`src/rtl/lk_pkg.sv`:
```
package lk_pkg;

  typedef enum logic [1:0] {
    LK_CMD_LOCK   = 2'd0,
    LK_CMD_UNLOCK = 2'd1,
    LK_CMD_DOWN   = 2'd2,
    LK_CMD_RSVD   = 2'd3
  } lk_cmd_e;

  typedef struct packed {
    logic down;
    logic locked;
  } lk_stat_t;

  localparam lk_stat_t LK_STAT_RESET = '{down: 1'b0, locked: 1'b1};

endpackage

```
`src/rtl/lk_blk_cell.sv`:
```
module lk_blk_cell
  import lk_pkg::*;
(
  input  logic     clk,
  input  logic     rst_n,
  input  logic     sel,
  input  lk_cmd_e  cmd,
  input  logic     wp_n,
  output lk_stat_t stat
);

  lk_stat_t stat_nxt;
  logic     frozen;

  // A locked-down block is frozen while the protect pin is low
  assign frozen = stat.down && !wp_n;

  always_comb begin
    stat_nxt = stat;
    if (!frozen) begin
      case (cmd)
        LK_CMD_LOCK:   stat_nxt.locked = 1'b1;
        LK_CMD_UNLOCK: stat_nxt.locked = 1'b0;
        LK_CMD_DOWN: begin
          stat_nxt.locked = 1'b1;
          stat_nxt.down   = 1'b1;
        end
        default:       stat_nxt = stat;
      endcase
    end
  end

  always_ff @(posedge clk or negedge rst_n) begin
    if (!rst_n) begin
      stat <= LK_STAT_RESET;
    end else if (sel) begin
      stat <= stat_nxt;
    end
  end

endmodule

```
`src/rtl/lk_req_ctrl.sv`:
```
module lk_req_ctrl #(
  parameter int NUM_BLK = 16,
  parameter int IDX_W   = 4
) (
  input  logic               clk,
  input  logic               rst_n,
  input  logic               req_vld,
  input  logic [IDX_W-1:0]   req_blk,
  input  logic               vpp_ok,
  input  logic               op_done,
  input  logic               err_clr,
  input  logic [NUM_BLK-1:0] lock_vec,
  output logic               grant,
  output logic               deny,
  output logic               busy,
  output logic               err_prot,
  output logic               err_vpp
);

  logic blk_in_range;
  logic blk_locked;
  logic take;
  logic grant_nxt, deny_nxt, busy_nxt;
  logic eprot_nxt, evpp_nxt;
  logic set_prot, set_vpp;

  assign blk_in_range = ({1'b0, req_blk} < (IDX_W+1)'(NUM_BLK));
  // An index past the last block is treated as protected
  assign blk_locked   = blk_in_range ? lock_vec[req_blk] : 1'b1;
  assign take         = req_vld && !busy;

  always_comb begin
    grant_nxt = 1'b0;
    deny_nxt  = 1'b0;
    set_prot  = 1'b0;
    set_vpp   = 1'b0;
    busy_nxt  = busy;
    if (take) begin
      if (blk_locked) begin
        deny_nxt = 1'b1;
        set_prot = 1'b1;
      end else if (!vpp_ok) begin
        deny_nxt = 1'b1;
        set_vpp  = 1'b1;
      end else begin
        grant_nxt = 1'b1;
        busy_nxt  = 1'b1;
      end
    end else if (busy && op_done) begin
      busy_nxt = 1'b0;
    end
    eprot_nxt = set_prot | (err_prot & ~err_clr);
    evpp_nxt  = set_vpp  | (err_vpp  & ~err_clr);
  end

  always_ff @(posedge clk or negedge rst_n) begin
    if (!rst_n) begin
      grant    <= 1'b0;
      deny     <= 1'b0;
      busy     <= 1'b0;
      err_prot <= 1'b0;
      err_vpp  <= 1'b0;
    end else begin
      grant    <= grant_nxt;
      deny     <= deny_nxt;
      busy     <= busy_nxt;
      err_prot <= eprot_nxt;
      err_vpp  <= evpp_nxt;
    end
  end

endmodule

```
`src/rtl/lk_stat_rd.sv`:
```
module lk_stat_rd #(
  parameter int NUM_BLK = 16,
  parameter int IDX_W   = 4
) (
  input  logic               clk,
  input  logic               rst_n,
  input  logic [IDX_W-1:0]   rd_blk,
  input  logic [NUM_BLK-1:0] lock_vec,
  input  logic [NUM_BLK-1:0] down_vec,
  output logic [1:0]         rd_stat
);

  logic       rd_ok;
  logic [1:0] rd_nxt;

  assign rd_ok  = ({1'b0, rd_blk} < (IDX_W+1)'(NUM_BLK));
  assign rd_nxt = rd_ok ? {down_vec[rd_blk], lock_vec[rd_blk]} : 2'b00;

  always_ff @(posedge clk or negedge rst_n) begin
    if (!rst_n) begin
      rd_stat <= 2'b00;
    end else begin
      rd_stat <= rd_nxt;
    end
  end

endmodule

```
`src/rtl/flash_lock_mgr.sv`:
```
module flash_lock_mgr
  import lk_pkg::*;
#(
  parameter  int NUM_BLK = 16,
  localparam int IDX_W   = (NUM_BLK > 1) ? $clog2(NUM_BLK) : 1
) (
  input  logic             clk,
  input  logic             rst_n,
  input  logic             wp_n,
  input  logic             cmd_vld,
  input  logic [1:0]       cmd_op,
  input  logic [IDX_W-1:0] cmd_blk,
  input  logic             req_vld,
  input  logic [IDX_W-1:0] req_blk,
  input  logic             vpp_ok,
  input  logic             op_done,
  input  logic             err_clr,
  input  logic [IDX_W-1:0] rd_blk,
  output logic             grant,
  output logic             deny,
  output logic             busy,
  output logic             err_prot,
  output logic             err_vpp,
  output logic [1:0]       rd_stat
);

  logic [1:0]         rst_pipe;
  logic               rst_sync_n;
  logic [NUM_BLK-1:0] lock_vec;
  logic [NUM_BLK-1:0] down_vec;
  lk_cmd_e            cmd_e;

  // Asynchronous assert, two-stage synchronous release
  always_ff @(posedge clk or negedge rst_n) begin
    if (!rst_n) begin
      rst_pipe <= 2'b00;
    end else begin
      rst_pipe <= {rst_pipe[0], 1'b1};
    end
  end
  assign rst_sync_n = rst_pipe[1];

  assign cmd_e = lk_cmd_e'(cmd_op);

  for (genvar g = 0; g < NUM_BLK; g++) begin : g_blk
    lk_stat_t cell_stat;
    logic     cell_sel;
    assign cell_sel = cmd_vld && (cmd_blk == IDX_W'(g));
    lk_blk_cell u_cell (
      .clk   (clk),
      .rst_n (rst_sync_n),
      .sel   (cell_sel),
      .cmd   (cmd_e),
      .wp_n  (wp_n),
      .stat  (cell_stat)
    );
    assign lock_vec[g] = cell_stat.locked;
    assign down_vec[g] = cell_stat.down;
  end

  lk_req_ctrl #(.NUM_BLK(NUM_BLK), .IDX_W(IDX_W)) u_req (
    .clk      (clk),
    .rst_n    (rst_sync_n),
    .req_vld  (req_vld),
    .req_blk  (req_blk),
    .vpp_ok   (vpp_ok),
    .op_done  (op_done),
    .err_clr  (err_clr),
    .lock_vec (lock_vec),
    .grant    (grant),
    .deny     (deny),
    .busy     (busy),
    .err_prot (err_prot),
    .err_vpp  (err_vpp)
  );

  lk_stat_rd #(.NUM_BLK(NUM_BLK), .IDX_W(IDX_W)) u_rd (
    .clk      (clk),
    .rst_n    (rst_sync_n),
    .rd_blk   (rd_blk),
    .lock_vec (lock_vec),
    .down_vec (down_vec),
    .rd_stat  (rd_stat)
  );

endmodule

```
`config.mk`:
```
export PLATFORM = sky130hd
export DESIGN_NAME = flash_lock_mgr
export DESIGN_NICKNAME = d
export VERILOG_FILES = /design/src/rtl/lk_pkg.sv /design/src/rtl/lk_blk_cell.sv /design/src/rtl/lk_req_ctrl.sv /design/src/rtl/lk_stat_rd.sv /design/src/rtl/flash_lock_mgr.sv
export SDC_FILE = /design/constraint.sdc
export NUM_CORES = 1
export LEC_CHECK = 0
export BUFFER_PORTS_ARGS = -buffer_cell sky130_fd_sc_hd__buf_4
export CAP_MARGIN = 10
export CELL_PAD_IN_SITES_DETAIL_PLACEMENT = 0
export CELL_PAD_IN_SITES_GLOBAL_PLACEMENT = 1
export CORE_MARGIN = 5
export CORE_UTILIZATION = 52
export CTS_BUF_LIST = sky130_fd_sc_hd__clkbuf_8
export DETAILED_ROUTE_END_ITERATION = 16
export PLACE_DENSITY = 0.84
export SYNTH_ARGS = -nofsm -noshare
export SYNTH_HDL_FRONTEND = slang
export SYNTH_SLANG_ARGS = --single-unit
```
`constraint.sdc`:
```
create_clock -name clk -period 2.25 [get_ports clk]
set_input_delay 0.3375 -clock clk [delete_from_list [all_inputs] [get_ports clk]]
set_output_delay 0.3375 -clock clk [all_outputs]
set_load 0.1 [all_outputs]
```
-- Word level (Yosys, flattened, before mapping)
Index checks and enable logic that the tools add are counted.
- flip-flop bits (word level): 41
- logic and storage cells: 176
- $lt $le $gt $ge: 2
- equal/unequal tests: 19
- multiplexer cells: 21
- bitwise operators: 21
- reduce and logical (&&, ||, !) cells: 74
- operator list (cell ; count):
    3-bit AND reduction ; 33
    1-bit logical AND ; 34
    4-bit == test (second input constant) ; 8
    1-bit two-way mux ; 17
    1-bit NOT ; 17
    4-bit by 3-bit == test with 1-bit output (second input constant) ; 4
    1-bit binary-select mux with 4-bit select ; 3
    4-bit by 5-bit less-than comparator with 1-bit output (second input constant) ; 2
    4-bit by 2-bit == test with 1-bit output (second input constant) ; 2
    4-bit by 1-bit == test with 1-bit output (second input constant) ; 1
    4-bit logical NOT ; 1
    2-bit != test (second input constant) ; 2
    2-bit nonzero test ; 2
    1-bit bitwise AND ; 2
    2-bit by 1-bit == test with 1-bit output (second input constant) ; 1
    2-bit == test (second input constant) ; 1
    1-bit logical NOT ; 2
    2-bit logical NOT ; 1
    1-bit bitwise OR ; 2
    1-bit one-hot mux with 2 select lines ; 1
    2-bit OR reduction ; 1

-- Depth between registers and ports, before layout
- word-level depth: 5
- depth in mapped cells: 5

-- By module
Synthesis repeated with hierarchy kept, for this count alone.
- cell total of the unflattened synthesis: 234
- area, all modules: 2383.5 µm²
- modules (own cells, without submodules) (module ; instances ; cells each ; area each (µm²) ; sequential area each (µm²)):
    lk_blk_cell ; 16 ; 10 ; 93.8 ; 51.3
    lk_stat_rd ; 1 ; 23 ; 319.1 ; 50.0
    lk_req_ctrl ; 1 ; 21 ; 312.8 ; 125.1
    flash_lock_mgr ; 1 ; 30 ; 250.2 ; 50.0

-- Worst setup path after synthesis
OpenSTA, ideal clock, no wires.
- path type: input port to flip-flop
- start: in req_blk[2]
- end: reg u_req.err_prot
- arrival time: 1.569 ns
- slack: 0.559 ns
- stages: 3
- buffers on the path: 0
- path through: mux4_1 -> mux4_2 -> a22o_1
- longest elaborated chain between the ends: 5
- RTL lines (element ; RTL line ; text):
    from (decl) ; flash_lock_mgr.sv:14 ; input logic [IDX_W-1:0] req_blk,
    1-bit binary-select mux with 4-bit select ; lk_req_ctrl.sv:29 ; assign blk_locked = blk_in_range ? lock_vec[req_blk] : 1'b1;
    1-bit two-way mux (implied by the code) ; lk_req_ctrl.sv:29 ;
    1-bit two-way mux ; lk_req_ctrl.sv:39 ; if (blk_locked) begin
    1-bit two-way mux ; lk_req_ctrl.sv:38 ; if (take) begin
    1-bit bitwise OR ; lk_req_ctrl.sv:52 ; eprot_nxt = set_prot | (err_prot & ~err_clr);
    net u_req.eprot_nxt ; lk_req_ctrl.sv:24 ; logic eprot_nxt, evpp_nxt;
    to (signal assigned) ; lk_req_ctrl.sv:67 ; err_prot <= eprot_nxt;
    to (decl) ; lk_req_ctrl.sv:16 ; output logic err_prot,
The timed path passes the listed nets, and every way through them passes these cells. The select of a mux whose other input is x is not followed.
A chain may end at the register's enable or synchronous reset.

-- Worst setup path after layout
- start: reg g_blk[4].u_cell.stat[0] in the netlist's numbering
- end: reg u_req.err_prot
- longest elaborated chain between the ends: 5
- RTL lines (element ; RTL line ; text):
    from (decl) ; lk_blk_cell.sv:9 ; output lk_stat_t stat
    from (signal assigned) ; lk_blk_cell.sv:37 ; stat <= stat_nxt;
    1-bit binary-select mux with 4-bit select ; lk_req_ctrl.sv:29 ;
    1-bit two-way mux (implied by the code) ; lk_req_ctrl.sv:29 ;
    1-bit two-way mux ; lk_req_ctrl.sv:39 ;
    1-bit two-way mux ; lk_req_ctrl.sv:38 ;
    1-bit bitwise OR ; lk_req_ctrl.sv:52 ;
    net u_req.eprot_nxt ; lk_req_ctrl.sv:24 ;
The timed path passes the listed nets, and every way through them passes these cells. The select of a mux whose other input is x is not followed.

==> metrics.csv <==
metric,value,unit
start_util,53.46,%
finalCriticalPeriod,1.762,ns
die_area,0.005495,mm^2
drive_gt1_share,33.67,%
netlist_area,0.002138,mm^2
wl,5042,um
slew_viol_final,0,
cts_tree,built,
root_buffer,clkbuf_8,
vdd_drop_max,0.0004002,V
grt_pass1_wl,8328,um
endpoint_kind,flip-flop,
skew,0.009121,ns
syn_inst,168,
yosysTopAreaCell,dfrtp_1,
crit_arrival,1.95,ns
io_pins,29,
yosys-top-cells-area,"dfrtp_1 29%, dfstp_2 20%, mux4_2 12%, o41ai_1 9.0%, mux4_1 4.9%",
worst_setup_path_start_kind,flip-flop,
placed_area,0.002380,mm^2
synth_top_area_share,29.26,%
ant_nets,0,
vias,1585,
insertedDiodeCount,0,
ys_seq_area_share,48.92,%
antenna_found_initial,0,
dieHeight,74.13,um
min_path_type,in2reg,
rsz0062_at_grt,no,
setup_violations,0,
layout_commonest_cell,buf_4,
hpwl,3826,um
finalWeightedCongestion,0.8738,
drt_iter0_markers,141,
worstSkewPairLatency,0.30,ns
first_pass_iters,4,
tns,0,ns
grt_overflow_total,0,
viasPerCell,6.443,
cp_num_buf_inv,0,
status,"complete, no violations",
avgRoutedWirePerCell,20.50,um
crit_chain,"mux4_1, mux4_2, a22o_1",
crit_required,2.44,ns
crit_type,reg2reg,
final_cell_mix,"29 x buf_4, 25 x dfrtp_1, 22 x o41ai_1, 16 x dfstp_2, 14 x inv_1",
finalHoldViolCount,0,
synth_seq_cells,41,
grt_pass1_vias,1642,
ys_warn_count,0,
clockBufferDepth,2,
cts.htree.levels,2,
ys_types,31,
cp_max_fo,5,
core,0.004000,mm^2
grt_max_degree,40,
grtUsageTotal,20.75,%
crit_family,multiplexers,
syn-mean-instance-area,12.73,um^2
power_density,865.9,mW/mm^2
drc,0,
cpMaxStageDelayCell,mux4_2,
fin_area,0.002491,mm^2
numClockSinks,41,
syn2layout_area_growth,16.50,%
cts_made_buffers,5,
rows,23,
leakagePower,1.129,nW
cap_viol_max_count,0,
syn_nets,190,
fin_crit_sh,78.29,%
hold_slack,0.2123,ns
fp.dieW,74.13,um
port_buffers,28,
fin_nets,217,
slowest_delay,0.53,ns
path_clk_slew,0.08,ns
max_freq,567.7,MHz
kinds of logic after synthesis:
group / synth area share [%]
multiplexers: 18.84
AO/OA/AOI/OAI: 18.02
buffers and inverters: 4.271
AND/OR/NAND/NOR: 9.772
flip-flops: 48.92
other: 0.1754
power breakdown:
group | total (mW) | switching, mW | internal (mW)
Clock | 0.528 | 0.251 | 0.277
Sequential | 1.02 | 0.106 | 0.915
Combinational | 0.608 | 0.348 | 0.261
Total | 2.16 | 0.704 | 1.45
worst register-to-register path, stage by stage, from the launching register on:
cell and delay (ns):
dfstp_2 0.39, mux4_1 0.50, mux4_2 0.53, a22o_1 0.23
cell type report:
| class | count | area [um^2] |
|---|---|---|
| well taps | 50 | 62.56 |
| multi-input cells | 103 | 1001 |
| repair buffers | 30 | 227.7 |
| flip-flops and latches | 41 | 1046 |
| clock inverters | 1 | 5.005 |
| fillers | 301 | 1509 |
| clock buffers | 7 | 96.34 |
| inverters | 14 | 52.55 |
synth_stat cells:
| cell type | number |
|---|---|
| o2111ai_1 | 5 |
| buf_2 | 1 |
| o21a_1 | 1 |
| a22o_1 | 1 |
| nand2b_1 | 4 |
| conb_1 | 1 |
| o21ai_0 | 1 |
| clkbuf_1 | 9 |
| dfrtp_1 | 25 |
| and2_1 | 1 |
| nor3b_1 | 1 |
| and3b_1 | 2 |
| nand3_1 | 1 |
| o2bb2ai_1 | 1 |
| nor2_1 | 4 |
| or2_2 | 1 |
| nor2b_1 | 13 |
| mux2i_1 | 5 |
| or3b_2 | 1 |
| and3_1 | 1 |
| o22ai_1 | 1 |
| o31ai_1 | 5 |
| mux4_2 | 11 |
| nand3b_1 | 2 |
| a21o_1 | 7 |
| o41ai_1 | 22 |
| dfstp_2 | 16 |
| o21bai_1 | 3 |
| mux4_1 | 4 |
| inv_1 | 14 |
| nand2_1 | 4 |
through the flow:
step                power, mW  instances  setup WS, ns  util, %
floorplan               1.455        168        0.5592        -
global placement        1.610        237        0.3954    59.49
detailed placement      1.639        237        0.3582    59.49
CTS                     2.164        246        0.4912    62.28
global route            2.253        246        0.4600    62.28
finish                  2.157        246        0.4885    62.28
sequential cells by signal, indices dropped and copies added (netlist names):
register / flops
u_req.busy: 1
u_rd.rd_stat: 2
g_blk.u_cell.stat: 32
u_req.err_prot: 1
u_req.grant: 1
rst_pipe: 2
u_req.deny: 1
u_req.err_vpp: 1
layer usage:
metal	vias to the layer above	GRT usage [%]	wire [um]
met4	0	8.451	110
met2	67	32.97	2504
met5	-	0	0
met3	13	6.081	444
met1	794	26.81	1983
li1	711	-	-
final timing paths:
check	from	endpoint	slack (ns)	cells past startpoint
min in group asynchronous	rst_pipe[1]	g_blk[4].u_cell.stat[1]	0.29	1
worst min-delay path	op_done	u_req.busy	0.21	2
max in group asynchronous	rst_pipe[1]	g_blk[1].u_cell.stat[0]	1.59	1
worst max-delay path	g_blk[4].u_cell.stat[0]	u_req.err_prot	0.49	3
worst min register to register	rst_pipe[1]	g_blk[4].u_cell.stat[1]	0.29	1
worst max register to register	g_blk[4].u_cell.stat[0]	u_req.err_prot	0.49	3
repair_timing:
item | in CTS | in global routing
resized for setup | 0 | 0
hold endpoints to repair | 2 | 0
buffers inserted | 0 | 0
hold buffers | 1 | 0
Note: power is estimated with default switching activity, not from simulation.
